--- config.mk ---
export PLATFORM = sky130hd
export DESIGN_NAME = stereo_vol_mixer
export DESIGN_NICKNAME = d
export VERILOG_FILES = /design/src/rtl/mix_pkg.sv /design/src/rtl/mix_gain_rom.sv /design/src/rtl/mix_regs.sv /design/src/rtl/mix_sat.sv /design/src/rtl/stereo_vol_mixer.sv
export SDC_FILE = /design/constraint.sdc
export NUM_CORES = 1
export LEC_CHECK = 0
export ABC_AREA = 1
export BUFFER_PORTS_ARGS = -buffer_cell sky130_fd_sc_hd__buf_2
export CAP_MARGIN = 20
export CORE_MARGIN = 1
export CORE_UTILIZATION = 40
export DETAILED_ROUTE_END_ITERATION = 12
export RECOVER_POWER = 50
export SYNTH_ARGS = -nofsm -noshare
export SYNTH_HDL_FRONTEND = slang
export SYNTH_SLANG_ARGS = --single-unit
--- constraint.sdc ---
create_clock -name clk -period 11.5 [get_ports clk]
set_clock_uncertainty 0.05 [all_clocks]
set_input_delay 2.3 -clock clk [delete_from_list [all_inputs] [get_ports clk]]
set_output_delay 2.3 -clock clk [all_outputs]
set_load 0.005 [all_outputs]
--- src/rtl/mix_pkg.sv ---
package mix_pkg;
    localparam int CODE_W = 4;
    localparam int SUM_W  = CODE_W + 1;
    localparam int GAIN_W = 9;

    typedef enum logic [1:0] {
        ST_IDLE   = 2'd0,
        ST_CALC   = 2'd1,
        ST_FINISH = 2'd2
    } mix_state_t;
endpackage

--- src/rtl/mix_gain_rom.sv ---
module mix_gain_rom import mix_pkg::*; (
    input  logic [SUM_W-1:0]  code,
    output logic [GAIN_W-1:0] gain
);
    // unsigned Q1.8 fractions, 256 = 0 dB, -2 dB per step
    always_comb begin
        case (code)
            5'd0:  gain = 9'd256;
            5'd1:  gain = 9'd203;
            5'd2:  gain = 9'd162;
            5'd3:  gain = 9'd128;
            5'd4:  gain = 9'd102;
            5'd5:  gain = 9'd81;
            5'd6:  gain = 9'd64;
            5'd7:  gain = 9'd51;
            5'd8:  gain = 9'd41;
            5'd9:  gain = 9'd32;
            5'd10: gain = 9'd26;
            5'd11: gain = 9'd20;
            5'd12: gain = 9'd16;
            5'd13: gain = 9'd13;
            5'd14: gain = 9'd10;
            5'd15: gain = 9'd8;
            5'd16: gain = 9'd6;
            5'd17: gain = 9'd5;
            5'd18: gain = 9'd4;
            5'd19: gain = 9'd3;
            5'd20: gain = 9'd3;
            5'd21: gain = 9'd2;
            5'd22: gain = 9'd2;
            5'd23: gain = 9'd1;
            5'd24: gain = 9'd1;
            5'd25: gain = 9'd1;
            5'd26: gain = 9'd1;
            5'd27: gain = 9'd1;
            default: gain = 9'd0;
        endcase
    end
endmodule

--- src/rtl/mix_regs.sv ---
module mix_regs import mix_pkg::*; #(
    parameter int CH_NUM = 4,
    parameter int ADDR_W = 4,
    parameter int OPT_W  = 2
) (
    input  logic                          clk,
    input  logic                          rst_n,
    input  logic                          wr_en,
    input  logic [ADDR_W-1:0]             wr_addr,
    input  logic [2*CODE_W-1:0]           wr_data,
    input  logic                          load,
    output logic [CH_NUM-1:0][CODE_W-1:0] vol_live,
    output logic [CH_NUM-1:0][CODE_W-1:0] panl_live,
    output logic [CH_NUM-1:0][CODE_W-1:0] panr_live,
    output logic [OPT_W-1:0]              opt_live
);
    // CH_NUM is a power of two: the low address bits pick the channel
    localparam int IDX_W = $clog2(CH_NUM);

    logic [CH_NUM-1:0][CODE_W-1:0] vol_sh, panl_sh, panr_sh;
    logic [OPT_W-1:0]              opt_sh;

    // staging registers, written from the register port
    always_ff @(posedge clk) begin
        if (!rst_n) begin
            vol_sh  <= '0;
            panl_sh <= '0;
            panr_sh <= '0;
            opt_sh  <= '0;
        end else if (wr_en) begin
            if (wr_addr < ADDR_W'(CH_NUM)) begin
                vol_sh[wr_addr[IDX_W-1:0]] <= wr_data[CODE_W-1:0];
            end else if (wr_addr < ADDR_W'(2*CH_NUM)) begin
                panl_sh[wr_addr[IDX_W-1:0]] <= wr_data[2*CODE_W-1:CODE_W];
                panr_sh[wr_addr[IDX_W-1:0]] <= wr_data[CODE_W-1:0];
            end else if (wr_addr == ADDR_W'(2*CH_NUM)) begin
                opt_sh <= wr_data[OPT_W-1:0];
            end
        end
    end

    // live copy, refreshed only when a period starts
    always_ff @(posedge clk) begin
        if (!rst_n) begin
            vol_live  <= '0;
            panl_live <= '0;
            panr_live <= '0;
            opt_live  <= '0;
        end else if (load) begin
            vol_live  <= vol_sh;
            panl_live <= panl_sh;
            panr_live <= panr_sh;
            opt_live  <= opt_sh;
        end
    end

    AST_LIVE_HOLD: assert property (@(posedge clk) disable iff (!rst_n)
        !load |=> ($stable(vol_live) && $stable(panl_live) && $stable(panr_live) && $stable(opt_live)));
endmodule

--- src/rtl/mix_sat.sv ---
module mix_sat #(
    parameter int IN_W  = 19,
    parameter int OUT_W = 14,
    parameter int DROP  = 2
) (
    input  logic signed [IN_W-1:0]  acc,
    output logic signed [OUT_W-1:0] sat
);
    localparam logic signed [IN_W-1:0] HI = IN_W'((1 << (OUT_W-1)) - 1);
    localparam logic signed [IN_W-1:0] LO = IN_W'(-(1 << (OUT_W-1)));

    logic signed [IN_W-1:0] scaled;

    always_comb begin
        scaled = acc >>> DROP;
        if (scaled > HI)
            sat = HI[OUT_W-1:0];
        else if (scaled < LO)
            sat = LO[OUT_W-1:0];
        else
            sat = scaled[OUT_W-1:0];
    end
endmodule

--- src/rtl/stereo_vol_mixer.sv ---
module stereo_vol_mixer import mix_pkg::*; #(
    parameter int CH_NUM   = 4,
    parameter int SAMPLE_W = 16,
    parameter int OUT_W    = 14,
    parameter int ADDR_W   = 4
) (
    input  logic                       clk,
    input  logic                       rst_n,
    input  logic                       sample_strobe,
    input  logic [CH_NUM*SAMPLE_W-1:0] sample_bus,
    input  logic [CH_NUM-1:0]          chan_active,
    input  logic                       reg_wr,
    input  logic [ADDR_W-1:0]          reg_addr,
    input  logic [2*CODE_W-1:0]        reg_data,
    output logic signed [OUT_W-1:0]    mix_left,
    output logic signed [OUT_W-1:0]    mix_right,
    output logic                       out_valid
);
    localparam int STEP_W = $clog2(2*CH_NUM);
    localparam int CH_W   = STEP_W - 1;
    localparam int FRAC   = GAIN_W - 1;
    localparam int PROD_W = SAMPLE_W + GAIN_W + 1;
    localparam int ACC_W  = SAMPLE_W + CH_W + 1;
    localparam int DROP   = SAMPLE_W - OUT_W;
    localparam int OPT_W  = 2;
    localparam logic [STEP_W-1:0] LAST_STEP = STEP_W'(2*CH_NUM-1);
    localparam logic signed [ACC_W-1:0] OUT_MAX_A = ACC_W'((1 << (OUT_W-1)) - 1);
    localparam logic signed [ACC_W-1:0] OUT_MIN_A = ACC_W'(-(1 << (OUT_W-1)));

    logic [CH_NUM-1:0][CODE_W-1:0] vol_live, panl_live, panr_live;
    logic [OPT_W-1:0]              opt_live;
    logic                          load_live;

    mix_state_t                    st_q, st_d;
    logic [STEP_W-1:0]             step_q;
    logic signed [SAMPLE_W-1:0]    smp_q [CH_NUM];
    logic signed [ACC_W-1:0]       acc_q [2];
    logic signed [OUT_W-1:0]       sat_out [2];

    logic [CH_W-1:0]               ch_sel;
    logic                          side_sel;
    logic [SUM_W-1:0]              code_sum;
    logic [GAIN_W-1:0]             gain;
    logic signed [PROD_W-1:0]      prod;
    logic signed [ACC_W-1:0]       contrib;

    assign load_live = (st_q == ST_IDLE) && sample_strobe;

    mix_regs #(.CH_NUM(CH_NUM), .ADDR_W(ADDR_W), .OPT_W(OPT_W)) u_regs (
        .clk(clk), .rst_n(rst_n), .wr_en(reg_wr), .wr_addr(reg_addr),
        .wr_data(reg_data), .load(load_live),
        .vol_live(vol_live), .panl_live(panl_live), .panr_live(panr_live),
        .opt_live(opt_live)
    );

    mix_gain_rom u_gain (.code(code_sum), .gain(gain));

    // one channel/side product per CALC cycle
    always_comb begin
        ch_sel   = step_q[STEP_W-1:1];
        side_sel = step_q[0];
        code_sum = {1'b0, vol_live[ch_sel]}
                 + {1'b0, (side_sel ? panr_live[ch_sel] : panl_live[ch_sel])};
        prod     = smp_q[ch_sel] * $signed({1'b0, gain});
        contrib  = ACC_W'(prod >>> (FRAC + int'(opt_live)));
    end

    for (genvar s = 0; s < 2; s++) begin : g_side
        mix_sat #(.IN_W(ACC_W), .OUT_W(OUT_W), .DROP(DROP)) u_sat (
            .acc(acc_q[s]), .sat(sat_out[s])
        );
    end

    // next state
    always_comb begin
        st_d = st_q;
        unique case (st_q)
            ST_IDLE:   if (sample_strobe) st_d = ST_CALC;
            ST_CALC:   if (step_q == LAST_STEP) st_d = ST_FINISH;
            ST_FINISH: st_d = ST_IDLE;
            default:   st_d = ST_IDLE;
        endcase
    end

    // state register
    always_ff @(posedge clk) begin
        if (!rst_n) st_q <= ST_IDLE;
        else        st_q <= st_d;
    end

    // datapath and outputs
    always_ff @(posedge clk) begin
        if (!rst_n) begin
            step_q    <= '0;
            for (int c = 0; c < CH_NUM; c++) smp_q[c] <= '0;
            acc_q[0]  <= '0;
            acc_q[1]  <= '0;
            mix_left  <= '0;
            mix_right <= '0;
            out_valid <= 1'b0;
        end else begin
            out_valid <= 1'b0;
            unique case (st_q)
                ST_IDLE: begin
                    if (sample_strobe) begin
                        step_q   <= '0;
                        acc_q[0] <= '0;
                        acc_q[1] <= '0;
                        for (int c = 0; c < CH_NUM; c++)
                            smp_q[c] <= chan_active[c]
                                ? $signed(sample_bus[c*SAMPLE_W +: SAMPLE_W]) : '0;
                    end
                end
                ST_CALC: begin
                    acc_q[side_sel] <= acc_q[side_sel] + contrib;
                    step_q          <= step_q + STEP_W'(1);
                end
                ST_FINISH: begin
                    mix_left  <= sat_out[0];
                    mix_right <= sat_out[1];
                    out_valid <= 1'b1;
                end
                default: ;
            endcase
        end
    end

    AST_VALID_PULSE: assert property (@(posedge clk) disable iff (!rst_n)
        out_valid |=> !out_valid);
    AST_OUT_STABLE: assert property (@(posedge clk) disable iff (!rst_n)
        !out_valid |-> ($stable(mix_left) && $stable(mix_right)));
    AST_NO_OVERFLOW: assert property (@(posedge clk) disable iff (!rst_n)
        (st_q == ST_FINISH && (acc_q[0] >>> DROP) > OUT_MAX_A) |=> (mix_left == OUT_MAX_A[OUT_W-1:0]));
    AST_NO_UNDERFLOW: assert property (@(posedge clk) disable iff (!rst_n)
        (st_q == ST_FINISH && (acc_q[1] >>> DROP) < OUT_MIN_A) |=> (mix_right == OUT_MIN_A[OUT_W-1:0]));
    AST_BUSY_NO_RESTART: assert property (@(posedge clk) disable iff (!rst_n)
        (st_q != ST_IDLE) |=> !(st_q == ST_CALC && step_q == '0));
endmodule

# Word-level counts from Yosys, hierarchy flattened
# Memory sizes are Yosys's and may differ from the RTL's. A register that Yosys moved wholly into a read port is not among the register bits.
# Index checks and enable logic that the tools add are counted.
[word_totals]
mem_count = 3
regBits = 134
rom_bits = 288
input_bits = 84
mem_bits_rw = 102
[op_classes]
mux = 47
n_eq_ne = 6
n_bitwise = 8
magnitude_cmp = 9
shifts = 1
n_addsub = 4
multipliers = 1
n_reduce_logical = 10
[mem_list]
columns = ["memory", "depth", "width", "rd", "rd_clocked_by_memory_dff", "write_ports", "line_no", "text"]
rows = [
  ["(name not given)", 32, 9, 1, 0, 0, "mix_gain_rom.sv:7", "case (code)"],
  ["smp_q", 4, 16, 1, 1, 4, "stereo_vol_mixer.sv:36", "logic signed [SAMPLE_W-1:0] smp_q [CH_NUM];"],
  ["acc_q", 2, 19, 3, 1, 2, "stereo_vol_mixer.sv:37", "logic signed [ACC_W-1:0] acc_q [2];"],
]
[op_table]
columns = ["op", "n"]
rows = [
  ["2-to-1 mux 16 bit", 8],
  ["2-to-1 mux 19 bit", 3],
  ["2-to-1 mux 14 bit", 4],
  ["bitwise mux 16 bit", 3],
  ["greater-than comparator 17 x 14 -> 1 bit, second input constant", 2],
  ["less-than comparator 17 x 14 -> 1 bit, second input constant", 2],
  ["multiplier 16 x 10 -> 26 bit", 1],
  [">>> shifter 26 x 5 -> 19 bit", 1],
  ["binary-select mux 4 bit (select 2 bit)", 3],
  ["2-to-1 mux 4 bit", 5],
  ["adder 19 bit", 1],
  ["OR reduction 19 bit", 1],
  ["2-to-1 mux 1 bit", 13],
  ["demux 4 bit (select 2 bit)", 1],
  ["2-to-1 mux 2 bit", 4],
  ["less-than comparator 2 x 3 -> 1 bit, second input constant", 2],
  ["OR 1 bit", 6],
  ["one-hot mux 3 bit (2 select lines)", 1],
  ["AND reduction 2 bit", 3],
  ["adder 4 x 2 -> 5 bit, first input constant", 1],
  ["adder 4 x 4 -> 5 bit", 1],
  ["== test 4 bit, second input constant", 1],
  ["less-than comparator 4 x 3 -> 1 bit, second input constant", 1],
  ["less-than comparator 4 bit, second input constant", 1],
  ["other kinds (14)", 17],
]

# Logic depth before layout (Yosys ltp)
# An unclocked memory read counts as a cell.
[depth]
word_depth = 9
ltp_mapped = 56

# Cells and area by module
# Synthesis repeated with hierarchy kept, for this count alone.
[hier_totals]
hier_cells = 2319
area_unflattened_um2 = 17641.9
[by_module_without_submodules]
columns = ["module", "n_inst", "cells_each", "area_per_inst_um2"]
rows = [
  ["stereo_vol_mixer", 1, 1653, 13113.8],
  ["mix_regs", 1, 530, 3863.7],
  ["mix_gain_rom", 1, 64, 351.6],
  ["mix_sat", 2, 36, 156.4],
]

# Worst setup path before layout
# OpenSTA, ideal clock, no wires.
[synth_path]
path_type = "flip-flop to flip-flop"
startpoint = "register step_q[1]"
endpoint = "memory acc_q[1][16] (netlist name), data pin"
path_slack_ps = 2348
n_path_buf = 3
setup_ps = 266
period_less_slack_ps = 9152
stages_incl_launch_ff = 47
t_arrival_ps = 8836
cell_sequence = "dfxtp_1 clkbuf_1 inv_1 clkbuf_1 a21oi_1 o21ai_0 a31oi_1 ha_1 fa_1 inv_1 ha_1 inv_1 o311ai_0 nand2_1 inv_1 clkbuf_1 nand2_1 fa_1 [11 not listed] a221oi_1 a21o_1 nand3_1 nand3_1 nand2_1 ha_1 nand2_1 nor2_1 nand4_1 o211ai_1 nand2_1 nand2_1 nand2_1 nand2_1 a21oi_1 o21ai_0 xor2_1 nor2_1"
[synth_rtl]
columns = ["item", "line_no", "text"]
rows = [
  ["start: declaration", "stereo_vol_mixer.sv:35", "logic [STEP_W-1:0] step_q;"],
  ["start signal: assignment", "stereo_vol_mixer.sv:116", "step_q <= step_q + STEP_W'(1);"],
  ["end: declaration", "stereo_vol_mixer.sv:37", ""],
]

==> metrics.csv <==
metric,value,unit
clock_sinks,239,
layout.nets,2435,
antenna_left,0,
netlist_instances,2061,
path_clk_slew,60,ps
core,41020,um2
hold_depth,2,
cts_buffer_depth,3,
clk_latency,550,ps
post_drt_wl_per_cell,15.57,um
rrSetupSlack,860,ps
area_growth,10.86,%
synth-simple-area-share,20.40,%
initial_utilization,40.80,%
worstHoldPathType,reg2reg,
hold_viol,0,
grt_pass1_vias,13480,
critPathMaxStageDelay,550,ps
synthMuxAreaShare,1.009,%
die_h,206.6,um
drcViolationCount,1,
synth_top_family_by_area,adder cells,
synth_compound_area_share,12.12,%
grt_pass1_wl,68.70,mm
routed-via-count,13520,
numCtsBuffers,26,
critPathSlowestCell,fa_1,
wl,41.96,mm
crit_start,step_q[1]$_SDFFE_PN0P_,
cp_max_fo,26,
clock.fmax,93.97,MHz
synthDistinctLibCells,45,
rows,74,
dp_hpwl,32.25,mm
netSwitchingPower,0.002740,W
gp_congestion,0.8872,
grt_antenna_before_repair,0,
drive_gt1_share,10.22,%
outcome,finished with violations,
cp-start-kind,register,
internal_power,0.002731,W
finalSetupViolCount,0,
placed_area,17780,um2
rr_worst_depth,49,
place_inst,2647,
cp_top_family,adder cells,
leakagePower,8.584,nW
synth_xor_area_share,1.570,%
yosys_most_used_dff,dfxtp_1,
whs_endpoint,u_regs.vol_sh[14]$_SDFFE_PN0P_,
switching_share,50.09,%
synth_edf_count,102,
die_x,206.6,um
vdd_drop_max,201.4,uV
worstMarginPinSlew,3883,ps
finalInstanceArea,18550,um2
arrival,10870,ps
maxCapViolations,3,
dr.pass1.iters,9,
period_needed,10640,ps
dieArea,42660,um2
cts_tree,built,
grt_usage,20.27,%
root_buffer,clkbuf_16,
rsz0062_at_grt,no,
h-tree-depth,1,
critPathKind,reg2reg,
instances_no_fill,2694,
crit_path_frequent_cell,nand2_1,
critPathRequiredTime,11730,ps
clkPwrFrac,14.6,%
grt_overflow,0,
violations,"design-rule violations, max-capacitance violations, max-slew violations",
final.setup.tns,0,ps
yosysSeqAreaShare,34.69,%
synthesis.area,16740,um2
synthArstFlopShare,0,%
viasPerCell,5.018,
post-route-util,45.24,%
ios,113,
power.density,294.9,nW/um2
power_frac_comb,67.1,%
synth.avg_cell_area,8.120,um2
relSlewSlack,-158.8,%
end_kind,register,
final_max_slew_viol_count,166,
yosys_warnings,0,
worst-path-buf-inv,10,
min_period_over_period,92.54,%
p_seq_share,18.3,%
rr_endpoint,acc_q[1][15]$_SDFFCE_PN0P_,
synth.net_count,2353,
r2r_start,step_q[1]$_SDFFE_PN0P_,
dr.first_iter.drc_count,721,
synth-adder-area-share,21.07,%
numPortBuffers,112,
ys_ff_latch,239,
diodes,0,
min_from,u_regs.vol_sh[14]$_SDFFE_PN0P_,
grt_max_degree,74,
placed cells by master, fill, tap and decap left out, types with 3 or more instances in the layout:
cell       instances
inv_2              4
nor3_1            17
edfxtp_1         102
xnor2_1           16
nor2_1           332
nand2_1          292
xor2_1            14
fa_1             123
nor2_2             3
dfxtp_1          137
o21ai_0          157
nand3b_1           3
a21o_1             4
a22o_1            23
o22ai_1            9
mux2_2            15
nand3_1           91
nand3_2            3
a31oi_1            9
clkbuf_16         27
or2_2             42
a21oi_1          109
ha_1              85
nand2_2           16
clkinv_1           6
a32oi_1           13
buf_2             85
o31ai_1            6
clkbuf_1          39
a211oi_1           5
nand2_4            3
clkinv_2           3
o21ai_1            3
o211ai_1           4
nand4_1            5
inv_1            328
buf_4              9
worst register-to-register path: cells and delay by family (launching register included):
kind | cells | cell delay [ps]
adders and majority gates | 10 | 4390
AOI/OAI and AO/OA | 10 | 2040
DFF | 1 | 310
xor gates and xnor gates | 1 | 240
and+or+nand+nor | 18 | 1870
buffers and inverters | 10 | 1450
through the flow:
stage / worst slack (ps) / hold slack [ps] / power (W)
after floorplan: 2348 / 373.1 / 0.003827
after global placement: 1019 / 385.8 / 0.004669
after detailed placement: 1037 / 392.0 / 0.004677
after CTS: 992.3 / 400.7 / 0.005506
after global routing: 17.20 / 419.5 / 0.006082
final: 858.0 / 400.6 / 0.005471
layout make-up:
cell class              count  area, um2
fillers                  4070      22460
flip-flops and latches    239       5806
clock buffers              38      726.9
clock inverters             9      78.83
inverters                 337       1272
repair buffers            123      601.8
multi-input cells        1416       9403
well taps                 532      665.6
cells in the mapped netlist (2+ instances only):
cell type    n  area share [%]
nand3_2      3            0.18
edfxtp_1   102              18
nand3_1     91             2.7
nand2_4      3            0.20
xnor2_1     16            0.84
nand2_2     16            0.60
inv_1      329             7.4
nor2_2       2           0.075
or2_2       42             1.6
o22ai_1      9            0.34
nand4_1      5            0.19
o21ai_1      3           0.090
inv_2        5            0.11
a22o_1      23             1.2
a211oi_1     5            0.22
mux2_2      15             1.0
a21oi_1    109             3.3
nand3b_1     3            0.13
clkinv_1     3           0.067
buf_2        5            0.15
o211ai_1     4            0.18
nor3_1      17            0.51
xor2_1      14            0.73
nor4_1       2           0.075
a21o_1       4            0.18
a31oi_1      9            0.34
dfxtp_1    137              16
nor2_4       2            0.13
a32oi_1     13            0.68
nand2_1    292             6.5
nor2_1     333             7.5
o21bai_1     2           0.090
buf_1       10            0.22
o311ai_0     2            0.10
o31ai_1      6            0.27
fa_1       123              15
o21ai_0    157             4.7
ha_1        85             6.4
clkbuf_1    54             1.2
power by group through the flow:
stage / logic [W] / clock network, W / registers (W)
5_1_grt: 0.00423 / 0.000848 / 0.00101
6_report: 0.00367 / 0.000799 / 0.00100
2_1_floorplan: 0.00282 / 0 / 0.00100
4_1_cts: 0.00369 / 0.000813 / 0.000998
3_5_place_dp: 0.00366 / 0 / 0.00102
3_3_place_gp: 0.00365 / 0 / 0.00101
sequential cells by signal (all words and copies together), names as in the netlist, named ones only:
name and cells:
mix_left 14, st_q 2, u_regs.vol_sh 16, u_regs.panl_live 16, u_regs.panr_live 16, u_regs.vol_live 16
out_valid 1, step_q 3, acc_q 38, u_regs.opt_live 2, u_regs.panr_sh 16, mix_right 14
u_regs.panl_sh 16, smp_q 64, u_regs.opt_sh 2
kinds of logic (layout without fill, tap and decap cells):
family / count (synthesis) / count (layout)
compound gates: 352 / 352
fa+ha+maj: 208 / 208
xor+xnor: 30 / 30
buf+inv: 406 / 507
mux: 15 / 15
simple gates: 811 / 811
flops: 239 / 239
worst max-delay path by stage:
stage	cells past startpoint	slack, ps	to
5_1_grt	47	20	acc_q[1][15]$_SDFFCE_PN0P_
3_3_place_gp	44	1020	acc_q[1][15]$_SDFFCE_PN0P_
3_5_place_dp	47	1040	acc_q[0][15]$_SDFFCE_PN0P_
2_1_floorplan	46	2350	acc_q[1][16]$_SDFFCE_PN0P_
6_report	49	860	acc_q[1][15]$_SDFFCE_PN0P_
4_1_cts	47	990	acc_q[1][15]$_SDFFCE_PN0P_
metal layers:
layer  vias to the layer above  part of all wire, %  wire [um]  track usage, %
met5                         -                    0          0               0
li1                       6787                    -          -               -
met4                         0                  1.7        734           4.753
met1                      6373                   45      18750           26.94
met2                       301                   48      20330           35.03
met3                        58                  5.1       2138           2.480
what timing repair did:
item	CTS	global route
hold buffers	0	0
setup buffers	0	0
setup endpoints to repair	0	2
resized for setup	0	2
No activity file was read; power rests on OpenSTA's default activity.
